## src/rtl/vid_ref_stepper.sv

```systemverilog
module vid_ref_stepper #(
  parameter int VID_W      = 5,
  parameter int WAIT_TICKS = 2,
  parameter int STEP_TICKS = 2,
  parameter int RST_IDX    = (1 << VID_W) - 2
) (
  input  logic             clk,
  input  logic             rst_n,
  input  logic             tick,
  input  logic             load,
  input  logic [VID_W-1:0] vid,
  output logic [VID_W-1:0] ref_idx,
  output logic             ref_off,
  output logic             busy,
  output logic             ramp_up
);

  localparam logic [VID_W-1:0] OFF_CODE = {VID_W{1'b1}};
  localparam int CNT_MAX = (WAIT_TICKS > STEP_TICKS) ? WAIT_TICKS : STEP_TICKS;
  localparam int CW = $clog2(CNT_MAX + 1);
  localparam logic [CW-1:0] WAIT_LAST = CW'(WAIT_TICKS - 1);
  localparam logic [CW-1:0] STEP_LAST = CW'(STEP_TICKS - 1);

  typedef enum logic [1:0] {S_IDLE, S_WAIT, S_RAMP} st_t;

  logic [VID_W-1:0] s1, s2;
  st_t              st, st_n;
  logic [CW-1:0]    cnt, cnt_n;
  logic [VID_W-1:0] pend, pend_n, acc, acc_n, idx, idx_n;
  logic             off, off_n, up, up_n, halt;

  always_ff @(posedge clk or negedge rst_n) begin
    if (!rst_n) begin
      s1 <= OFF_CODE;
      s2 <= OFF_CODE;
    end else begin
      s1 <= vid;
      s2 <= s1;
    end
  end

  always_comb begin
    st_n   = st;
    cnt_n  = cnt;
    pend_n = pend;
    acc_n  = acc;
    idx_n  = idx;
    off_n  = off;
    up_n   = up;
    halt   = 1'b0;
    if (load) begin
      st_n   = S_IDLE;
      cnt_n  = '0;
      acc_n  = s2;
      pend_n = s2;
      if (s2 == OFF_CODE) off_n = 1'b1;
      else begin
        off_n = 1'b0;
        idx_n = s2;
      end
    end else if (tick) begin
      case (st)
        S_IDLE: if (s2 != acc) begin
          st_n   = S_WAIT;
          pend_n = s2;
          cnt_n  = '0;
        end
        S_WAIT: begin
          if (s2 != pend) begin
            pend_n = s2;
            cnt_n  = '0;
          end else if (cnt == WAIT_LAST) begin
            acc_n = pend;
            cnt_n = '0;
            if (pend == OFF_CODE) begin
              off_n = 1'b1;
              st_n  = S_IDLE;
            end else begin
              off_n = 1'b0;
              if (pend == idx) st_n = S_IDLE;
              else begin
                st_n = S_RAMP;
                up_n = pend < idx;
              end
            end
          end else cnt_n = cnt + 1'b1;
        end
        S_RAMP: begin
          if (s2 != acc) begin
            if (s2 == OFF_CODE || (s2 != idx && ((s2 < idx) != up))) begin
              halt   = 1'b1;
              st_n   = S_WAIT;
              pend_n = s2;
              cnt_n  = '0;
            end else acc_n = s2;
          end
          if (!halt) begin
            if (acc_n == idx) st_n = S_IDLE;
            else if (cnt == STEP_LAST) begin
              cnt_n = '0;
              idx_n = up ? idx - 1'b1 : idx + 1'b1;
              if (idx_n == acc_n) st_n = S_IDLE;
            end else cnt_n = cnt + 1'b1;
          end
        end
        default: st_n = S_IDLE;
      endcase
    end
  end

  always_ff @(posedge clk or negedge rst_n) begin
    if (!rst_n) begin
      st   <= S_IDLE;
      cnt  <= '0;
      pend <= OFF_CODE;
      acc  <= OFF_CODE;
      idx  <= VID_W'(RST_IDX);
      off  <= 1'b1;
      up   <= 1'b0;
    end else begin
      st   <= st_n;
      cnt  <= cnt_n;
      pend <= pend_n;
      acc  <= acc_n;
      idx  <= idx_n;
      off  <= off_n;
      up   <= up_n;
    end
  end

  assign ref_idx = idx;
  assign ref_off = off;
  assign busy    = (st != S_IDLE);
  assign ramp_up = up;


  single_step_chk: assert property (@(posedge clk) disable iff (!rst_n)
    !load |=> ($stable(ref_idx) || ref_idx == $past(ref_idx) + 1'b1 || ref_idx == $past(ref_idx) - 1'b1));


  step_dir_chk: assert property (@(posedge clk) disable iff (!rst_n)
    (st == S_RAMP && !load) |=> ($stable(ref_idx) ||
      ($past(ramp_up) ? ref_idx == $past(ref_idx) - 1'b1 : ref_idx == $past(ref_idx) + 1'b1)));


  idle_hold_chk: assert property (@(posedge clk) disable iff (!rst_n)
    (!busy && !load) |=> $stable(ref_idx));


  tick_hold_chk: assert property (@(posedge clk) disable iff (!rst_n)
    (!tick && !load) |=> ($stable(ref_idx) && $stable(busy) && $stable(ref_off)));


  off_hold_chk: assert property (@(posedge clk) disable iff (!rst_n)
    (ref_off && !load) |=> $stable(ref_idx));

endmodule

```

## config.mk

```make
export PLATFORM = sky130hd
export DESIGN_NAME = vid_ref_stepper
export DESIGN_NICKNAME = d
export VERILOG_FILES = /design/src/rtl/vid_ref_stepper.sv
export SDC_FILE = /design/constraint.sdc
export NUM_CORES = 1
export LEC_CHECK = 0
export BUFFER_PORTS_ARGS = -buffer_cell sky130_fd_sc_hd__buf_4
export CORE_MARGIN = 10
export CORE_UTILIZATION = 44
export CTS_CLUSTER_DIAMETER = 50
export CTS_CLUSTER_SIZE = 28
export DETAILED_ROUTE_END_ITERATION = 8
export PLACE_DENSITY = 0.69
export SYNTH_ARGS = -nofsm -noshare
export SYNTH_HDL_FRONTEND = slang
export SYNTH_SLANG_ARGS = --single-unit
```

## constraint.sdc

```tcl
create_clock -name clk -period 8.35 [get_ports clk]
set_clock_uncertainty 0.1 [all_clocks]
set_input_delay 1.2525 -clock clk [delete_from_list [all_inputs] [get_ports clk]]
set_output_delay 1.2525 -clock clk [all_outputs]
set_load 0.02 [all_outputs]
```

### Word-level counts from Yosys, hierarchy flattened

Cells that the tools add are included.

* flip-flop bits (word level): 31
* input port bits: 9
* output and inout bits: 8
* logic and storage cells: 118

* add/subtract/negate cells: 3
* $lt $le $gt $ge: 2
* equality and inequality tests: 22
* multiplexer cells: 61
* bitwise gates (word level): 4
* reductions and logical operators: 17

Operators by type and width (count)
* $mux 5: 23
* $mux 2: 22
* $ne 3x3->1 const B: 6
* $eq 5x5->1: 3
* $ne 5x5->1: 3
* $pmux 5 s3: 1
* $mux 1: 12
* $pmux 2 s3: 2
* $reduce_and 4->1: 3
* $reduce_and 6->1: 2
* $eq 5x5->1 const B: 2
* $lt 5x5->1: 2
* $pmux 5 s2: 1
* $reduce_bool 2->1: 5
* $ne 2x2->1 const B: 4
* $reduce_and 7->1: 1
* $add 5x1->5 const B: 1
* $sub 5x1->5 const B: 1
* $eq 2x1->1 const B: 2
* $not 1->1: 4
* $reduce_bool 4->1: 1
* $reduce_and 3->1: 1
* $reduce_bool 3->1: 1
* $add 2x1->2 const B: 1
* other kinds (5): 5

### Depth between registers and ports, before layout

* word-level depth: 17
* gate-level depth with buffers: 13
* depth with buffers taken out: 11

### Worst setup path before layout

OpenSTA, ideal clock, no wires.

* kind: flip-flop to flip-flop
* start: reg idx[4] (netlist: ref_idx[4])
* end: reg idx[1] (netlist: ref_idx[1])
* library setup time: 0.079 ns
* arrival time: 3.266 ns
* data required time: 8.171 ns
* setup slack: 4.905 ns
* stages on the path, launching flop included: 13
* buffers on the path: 1
* period minus slack after synthesis: 3.445 ns
* path through: dfstp_2 -> inv_1 -> ha_1 -> and3_4 -> a31o_1 -> a21oi_4 -> o31ai_4 -> and3_1 -> or4b_4 -> o311a_1 -> buf_6 -> a211o_1 -> o211a_1

* longest elaborated chain between the ends: 12
* elaborated cells between the ends (all ways): 19
* those cells by class: order compare (1); eq/ne (5); mux (10); reduce/logical (3)

Ends and longest elaborated chain
* start: declaration: line 29 `logic [VID_W-1:0] pend, pend_n, acc, acc_n, idx, idx_n;`
* start signal: assignment: line 117 `idx <= VID_W'(RST_IDX);`
* start signal: assignment: line 125 `idx <= idx_n;`
* $lt 5x5->1: line 90 `if (s2 == OFF_CODE || (s2 != idx && ((s2 < idx) != up))) begin`
* $ne 1x1->1: line 90
* $logic_and 1x1->1: line 90
* $logic_or 1x1->1: line 90
* $mux 5: line 90
* $mux 5: line 89 `if (s2 != acc) begin`
* $mux 5: line 62 `case (st)`
* $mux 5: line 61 `end else if (tick) begin`
* $mux 5: line 51 `if (load) begin`
* $eq 5x5->1: line 98 `if (acc_n == idx) st_n = S_IDLE;`
* $ne 2x2->1 (no line)
* $reduce_and 6->1 (no line) (*)

Mark *: on every way between the ends. The rest lies on a longest branch, timed or not. The select of a mux whose other input is x is not followed.
A chain may end at the register's enable or synchronous reset.

### Worst setup path in the final report

* start: reg idx[3] (netlist: ref_idx[3])
* end: reg idx[1] (netlist: ref_idx[1])

Same word-level chain as after synthesis.

==> results by group <==
CTS
  • Total CTS buffers: 5
  • Hold_buf cts: 0
  • Clock Path Buffers: 2
  • CTS tree: done
  • Root Buffer: clkbuf_8
  • Post-CTS Setup Inserts: 0
  • H-tree depth: 2
  • Cts repair resizes: 0
  • CTS sink count: 31
  • Clk slew on worst S/H paths: approximately 0.07 ns
  • Worst skew pair latency: 0.29 ns

Synth
  • Synth top area share: 28.7%
  • Mapped Avg Cell Area: 9.58 um2
  • Synthesized area: 2290 um2
  • Mapped Nets: ~270
  • Seq cells post-synth: 31
  • Top_reg_cell synth: dfstp_2
  • Synth unique cells: 57
  • Cell count after synthesis: 239
  • Post-synth top area cell: dfstp_2
  • Post-synth ARST share: 100%
  • YS warnings: 0
  • Synth top area cells: dfstp_2 (29%), ha_1 (9.3%), dfrtp_1 (6.6%)
  • Seq/Total Area, Yosys: 35.3%
  • Number of flops mapped to enable cells by yosys: 0

Routing
  • Routed len/inst: 17.0 um
  • Pre-antenna DRT Iters: 4
  • Vias: 1,856
  • Via density: 5.75
  • Residual DRC: 0
  • Antenna-violating nets left: 0
  • WL final: 5.49 mm
  • Iter 0 DRT Violations: 171

Global route
  • Largest net degree at the start of global routing: 32
  • Global route overflow: 0
  • First-pass GRT wire length: approximately 8.9 mm
  • Initial antenna violation count: 0
  • GRT Overall Usage: 12.9%
  • Vias in the first global route: 1,856

Floorplan
  • Die height: 92.1 um
  • IO Pins: 17
  • Area of the die: around 8500 um2
  • Die Wd: 92.1 um
  • FP Rows: 26
  • Initial Util: about 45%
  • Core area: slightly above 5000 um2

Place
  • Detail Placement HPWL: 4.06 mm
  • Placer Congestion: 0.944
  • Port Buffer Count: 16

Critical path
  • Kind of critical path: flop to flop
  • CP max FO: 9
  • WP data required: between 8 and 9 ns
  • Worst setup SP type: flop
  • WP data arrival: 3.77 ns
  • Crit end category: flop

Finish
  • Layout cell share with drive strength beyond 1: 25.3%
  • Area grow syn2layout: 9.68%
  • Total Nets Final: 279
  • Antenna cells: 0
  • Register area: 807 um2
  • Area occupied by multi-input gates: between 1000 and 1500 um2
  • Fillcell total: 519

Timing
  • Final Setup Violations: 0
  • Slew Limit Fails: 0
  • Fin crit share: between 40% and 50%
  • TNS Setup: 0 ns
  • Worst hold slack: 0.256 ns
  • Hold Violations, Final: 0
  • Slew margin rel.: 49.9%
  • Minimum clock period: 3.64 ns
  • Slew @ Worst Pin: between 0.7 and 0.8 ns
  • Fmax: 274 MHz
  • RSZ-0062 raised after global routing: false

Min path
  • Min-delay worst type: flop to flop

Pwr
  • Pwr/cell area: 222 nW/um2
  • Peak VDD IR: 0.118 mV
  • Static leakage: 1.06 nW

Status
  • Status: completed

Job
  • Max-capacitance violation count: 0
final timing paths:
check | from | endpoint | slack (ns) | cells past startpoint
setup / recovery | ref_idx[3] | ref_idx[1] | 4.71 | 11
hold / removal | s1[4] | s2[4] | 0.26 | 0
setup reg to reg | ref_idx[3] | ref_idx[1] | 4.71 | 11
hold reg to reg | s1[4] | s2[4] | 0.26 | 0
max in group asynchronous | rst_n | acc[3] | 7.02 | 1
min in group asynchronous | rst_n | ref_idx[0] | 0.78 | 1
metal layers:
layer / GRT usage (%) / part of all wire (%) / vias up
met5: 0 / 0 / -
met4: 4.76 / 0.84 / 0
met3: 3.59 / 7.0 / 6
met2: 20.2 / 46 / 58
met1: 16.4 / 46 / 894
li1: - / - / 898
power by group:
| part | internal [mW] | total (mW) | switching [mW] |
|---|---|---|---|
| combinational | 0.0984 | 0.216 | 0.117 |
| clock | 0.0570 | 0.116 | 0.0586 |
| sequential | 0.190 | 0.227 | 0.0365 |
| total | 0.346 | 0.558 | 0.212 |
critical path, cell delays in order, from the launching register on:
cell and delay [ns]:
dfstp_2 0.60, inv_1 0.08, ha_1 0.31, a21o_1 0.17, a21oi_2 0.24, and3_1 0.39
o31ai_4 0.09, and3_1 0.18, or4b_4 0.51, o311a_1 0.48, a211o_1 0.31, o211a_1 0.12
metrics by stage:
step | worst slack (ns) | area (um2) | power, mW | cells | util [%]
final | 4.71 | 2510 | 0.558 | 323 | 49.5
after global routing | 4.49 | 2510 | 0.597 | 323 | 49.5
after CTS | 4.71 | 2510 | 0.561 | 323 | 49.5
after detailed placement | 4.74 | 2430 | 0.442 | 315 | 47.8
after global placement | 4.79 | 2430 | 0.439 | 315 | 47.8
after floorplan | 4.91 | 2290 | 0.382 | 239 | -
cell type report:
cell class	instances	area share, %
Clock buffer	5	2.74
Clock inverter	3	0.598
Inverter	14	2.09
Multi-Input combinational cell	184	54.1
Sequential cell	31	32.2
Tap cell	70	3.49
Timing Repair Buffer	16	4.79
kinds of logic after synthesis:
logic type                 share of synthesized area, %
xor gates and xnor gates                           6.89
AOI/OAI and AO/OA                                  21.8
buffers and inverters                              5.36
muxes                                              2.84
and+or+nand+nor                                    17.7
adders and majority gates                          10.2
DFF                                                35.3
synthesized netlist by cell type (4+ instances only):
cell type and count:
dfstp_2 25, xnor2_1 13, clkbuf_1 4, a21o_1 5, inv_1 14, mux2_2 4
nand2_1 17, ha_1 17, nor3_1 7, nor2_1 12, o21ai_0 12, dfrtp_1 6
nand3_1 11, a21oi_1 11, and3_1 6, a22oi_1 4, buf_6 4, xor2_1 5
layout by cell type (no fill, tap or decap), types with 2 or more instances in the layout:
cell type	count
a211o_1	2
a211oi_1	3
a21o_1	5
a21oi_1	11
a22o_1	2
a22oi_1	4
a31oi_1	3
and2_1	3
and3_1	6
and3_4	3
buf_4	16
clkbuf_8	5
clkinv_2	3
dfrtp_1	6
dfstp_2	25
ha_1	17
inv_1	14
mux2_2	4
mux2i_1	2
nand2_1	17
nand2b_1	2
nand3_1	11
nand4_1	3
nor2_1	12
nor2b_1	3
nor3_1	7
nor4b_1	2
o211a_1	2
o21ai_0	12
o31ai_1	3
or3_1	3
xnor2_1	13
xor2_1	5
flip-flops by register name, indices dropped and copies added (netlist names):
| register | count |
|---|---|
| pend | 5 |
| ramp_up | 1 |
| ref_idx | 5 |
| s2 | 5 |
| acc | 5 |
| st | 2 |
| s1 | 5 |
| ref_off | 1 |
| cnt | 2 |
(Power assumes the default switching activity.)
